--- config.mk ---
export PLATFORM = sky130hd
export DESIGN_NAME = crc_serial_engine
export DESIGN_NICKNAME = d
export VERILOG_FILES = /design/src/rtl/crc_serial_engine.sv
export SDC_FILE = /design/constraint.sdc
export NUM_CORES = 1
export LEC_CHECK = 0
export ABC_AREA = 1
export BUFFER_PORTS_ARGS = -buffer_cell sky130_fd_sc_hd__buf_2
export CORE_MARGIN = 4
export CORE_UTILIZATION = 25
export CTS_CLUSTER_DIAMETER = 30
export CTS_CLUSTER_SIZE = 12
export DETAILED_ROUTE_END_ITERATION = 10
export GPL_TIMING_DRIVEN = 0
export PLACE_DENSITY = 0.56
export SLEW_MARGIN = 20
export SYNTH_ARGS = -nofsm -noshare
export SYNTH_HDL_FRONTEND = slang
export SYNTH_SLANG_ARGS = --single-unit
--- constraint.sdc ---
create_clock -name clk -period 2.85 [get_ports clk]
set_clock_uncertainty 0.1 [all_clocks]
set_input_delay 0.57 -clock clk [delete_from_list [all_inputs] [get_ports clk]]
set_output_delay 0.57 -clock clk [all_outputs]
set_load 0.005 [all_outputs]
--- src/rtl/crc_serial_engine.sv ---
module crc_serial_engine #(
  parameter int WIDTH = 16,
  parameter logic [WIDTH-1:0] POLY = 16'h1021
) (
  input  logic             clk,
  input  logic             rst_n,
  input  logic             clr,
  input  logic             bit_vld,
  input  logic             bit_in,
  input  logic             bit_last,
  input  logic             chk_mode,
  output logic [WIDTH-1:0] crc_out,
  output logic [WIDTH-1:0] crc_raw,
  output logic             crc_err
);

  logic [WIDTH-1:0] stg;
  logic [WIDTH-1:0] nxt;
  logic             fb;

  assign fb = stg[WIDTH-1];

  for (genvar k = 0; k < WIDTH; k++) begin : g_stage
    if (k == 0) begin : g_head
      assign nxt[k] = bit_in ^ (POLY[k] & fb);
    end else begin : g_body
      assign nxt[k] = stg[k-1] ^ (POLY[k] & fb);
    end
    assign crc_raw[WIDTH-1-k] = stg[k];
  end

  always_ff @(posedge clk) begin
    if (!rst_n || clr) begin
      stg     <= '0;
      crc_err <= 1'b0;
    end else if (bit_vld) begin
      stg <= nxt;
      if (bit_last) crc_err <= chk_mode & (|nxt);
    end
  end

  assign crc_out = stg;

endmodule

Word-level counts from Yosys, hierarchy flattened
Index checks and enable logic that the tools add are counted.
{"block": "totals", "register_bits": 17, "input_bits": 7, "output_inout_bits": 33, "wordCells": 10}
{"block": "op_classes", "bitwise_logic": 4, "n_reduce_logical": 4}
{"op": "$reduce_or A16 Y1", "n": 1}
{"op": "$xor A1 B1 Y1", "n": 3}
{"op": "$reduce_and A2 Y1", "n": 1}
{"op": "$and A1 B1 Y1", "n": 1}
{"op": "$logic_not A1 Y1", "n": 1}
{"op": "$logic_or A1 B1 Y1", "n": 1}

Depth between registers and ports, before layout
{"block": "depth", "word_depth": 3, "depth_mapped": 6, "mapped_depth_nobuf": 6}

Least setup slack after synthesis
OpenSTA, ideal clock, no wires.
{"block": "synth_timing", "kind": "input port to flip-flop", "startpoint": "in bit_vld", "endpoint": "reg stg[4] (netlist: crc_out[4])", "setup_time_ns": 0.079, "arrival_time_ns": 1.047, "required_ns": 2.671, "setup_slack_ns": 1.624, "path_stages": 5, "n_path_buf": 2, "cell_sequence": "buf_6 > inv_4 > buf_6 > nor2_1 > a211oi_2"}
{"item": "start, declared", "line": "8", "text": "input logic bit_vld,"}
{"item": "end signal, assigned", "line": "37", "text": "stg <= nxt;"}
{"item": "end, declared", "line": "17", "text": "logic [WIDTH-1:0] stg;"}

Final worst setup path
{"block": "layout_timing", "startpoint": "reg stg[10] (netlist: crc_out[10])", "endpoint": "out crc_raw[5]"}
{"item": "end, declared", "line": "13", "text": "output logic [WIDTH-1:0] crc_raw,"}
No word-level cell between the ends.

==> impl_results.md <==
* Final worst-path cycle share at 0.555
* Share of layout cells above drive strength 1 at 0.466
* Max-Cap Viols at 0
* Residual DRC at 0
* VDD IR max at 0.110 mV
* Antenna Violating Nets Remaining at 0
* Worst EP required at 2.18 ns
* Vias in the first global route at 766
* Final WS setup at 1.27 ns
* Post-cts sizing count at 0
* Area post-placement at 1230 um2
* Core Rows at 22
* DIE HEIGHT at 70.6 um
* FFs w/ async S/R, synth at 0
* Max FO, Critical Path at 5
* CTS Buffer Depth at 2
* I/O Pins at 40
* PwrDens at 396 nW/um2
* Synthesized area at 978 um2
* Initial Util at 0.263
* Cells after synthesis at 132
* Place WS at 1.46 ns
* Number of detailed-route iterations in the first pass at 4
* Fin Setup TNS at 0 ns
* Max-slew violation count at 0
* Post-Syn Nets at 139
* Final WL at 2090 um
* Grt ovf at 0
* Die area at 4980 um2
* Final setup fails at 0
* Avg Inst Size Synth at 7.41 um2
* P_leak at 0.714 nW
* Area Overhead vs Synth at 30.2%
* Most frequent cell after synthesis: nand2_1
* Clk_lat worst skew at 0.25 ns
* Routed len/inst at 9.40 um
* Largest net degree at the start of global routing at 11
* Sink Count at 17
* Post-synth top cells: 31 x nand2_1, 30 x buf_4, 17 x dfxtp_1, 16 x nor2_1, 12 x inv_1
* Worst Setup End Kind: output port
* Relative slew margins at 0.858
* IO Port Bufs at 38
* Die X at 70.6 um
* CP arrival at 0.91 ns
* Period minus WS final at 1.58 ns
* Yosys reg bits at 17
* H-Tree Depth at 1
* Finished Cell Area at 1270 um2
* Leading area contributor after synthesis: dfxtp_1
* Yosys warnings at 0
* Setup Crit Path Kind: reg -> out
* Run status: completed
* Fmax at 0.632 GHz
* Post-CTS setup buffer count at 0
* Total core area at 3720 um2
* DRT iter0 DRCs at 21
* Post-synth EDFFs at 0
* Layout net count at 182
* Reg-to-reg slack, setup at 1.74 ns
* Total power at 0.000504 W
* Final hold vios at 0
* Share of Yosys cell area claimed by the top area cell type at 0.348
* Initial antenna violation count at 0
* CTS root buffer: clkbuf_8
* Worst-Margin Slew at 0.213 ns
* Detailed Place HPWL at 1590 um
* CTS Buf Count at 3
* GPL Wtd Cong at 0.767
* RSZ-0062 raised after global routing: no
* DR vias at 850
* Area contributors post-synth: dfxtp_1 35%, buf_4 23%, nand2_1 12%
* Drt via density at 3.83
* Worst Setup Start Kind: flip-flop
* CTS tree: yes
* Total Routing Usage GR at 0.0846
* Antenna Cells at 0
* Hold Crit Class: reg -> reg
* Primary FF master, synth: dfxtp_1
* Library cells used by synthesis at 15
* Sequential-to-total area share from yosys stat at 0.348
* Global-route wire length before repair at 3420 um
* Hold-fix buffers at CTS at 0
* Clock-pin slew on the worst setup and hold paths at 0.07 ns
path summary, 6_finish.rpt:
| kind | start | to | cells after the start |
|---|---|---|---|
| hold / removal | crc_err | crc_err | 2 |
| hold reg to reg | crc_err | crc_err | 2 |
| setup reg to reg | crc_out[7] | crc_err | 5 |
| setup / recovery | crc_out[10] | crc_raw[5] | 2 |
power by group:
part	switching, W	internal, W	leakage (nW)
logic	0.0000357	0.0000373	0.553
clock network	0.0000817	0.0000992	0.0228
registers	0.00000666	0.000244	0.138
worst max-delay path, stage by stage, from the launching register on:
cell and delay, ns:
dfxtp_1 0.43, buf_4 0.14, buf_2 0.09
flip-flops by register name (all words and copies together), names as in the netlist:
| signal | count |
|---|---|
| crc_out | 16 |
| crc_err | 1 |
layout by cell type (no fill, tap or decap), drive strengths merged:
master,synthesis,final
buf,33,71
nand2,32,32
dfxtp,17,17
nor2,16,16
inv,14,14
a21oi,9,9
a211oi,8,8
clkbuf,0,4
nand3,1,1
or2,1,1
o21ai,1,1
metrics by stage:
stage	hold slack, ns	instances	utilization
after floorplan	0.357	132	-
after global placement	0.358	218	0.331
after detailed placement	0.370	218	0.331
after CTS	0.382	222	0.343
after global routing	0.411	222	0.343
final	0.371	222	0.343
layout make-up:
| class | count | area [um2] |
|---|---|---|
| Sequential cell | 17 | 340 |
| Clock buffer | 4 | 45.0 |
| Buffer | 33 | 259 |
| Inverter | 14 | 55.1 |
| Fill cell | 407 | 2440 |
| Multi-Input combinational cell | 68 | 324 |
| Timing Repair Buffer | 38 | 190 |
| Tap cell | 48 | 60.1 |
kinds of logic (layout without fill, tap and decap cells):
| logic type | after synthesis | in the layout | synth area share |
|---|---|---|---|
| buffers and inverters | 47 | 89 | 0.321 |
| flip-flops | 17 | 17 | 0.348 |
| AO/OA/AOI/OAI | 18 | 18 | 0.133 |
| AND/OR/NAND/NOR | 50 | 50 | 0.198 |
layer usage:
layer  GRT usage  routed length, um  part of all wire
met4      0.0376                 31             0.015
met2       0.127                913              0.44
met3      0.0199                156             0.075
met1       0.115                986              0.47
met5           0                  0                 0
Power figures use the tool's default switching activity.
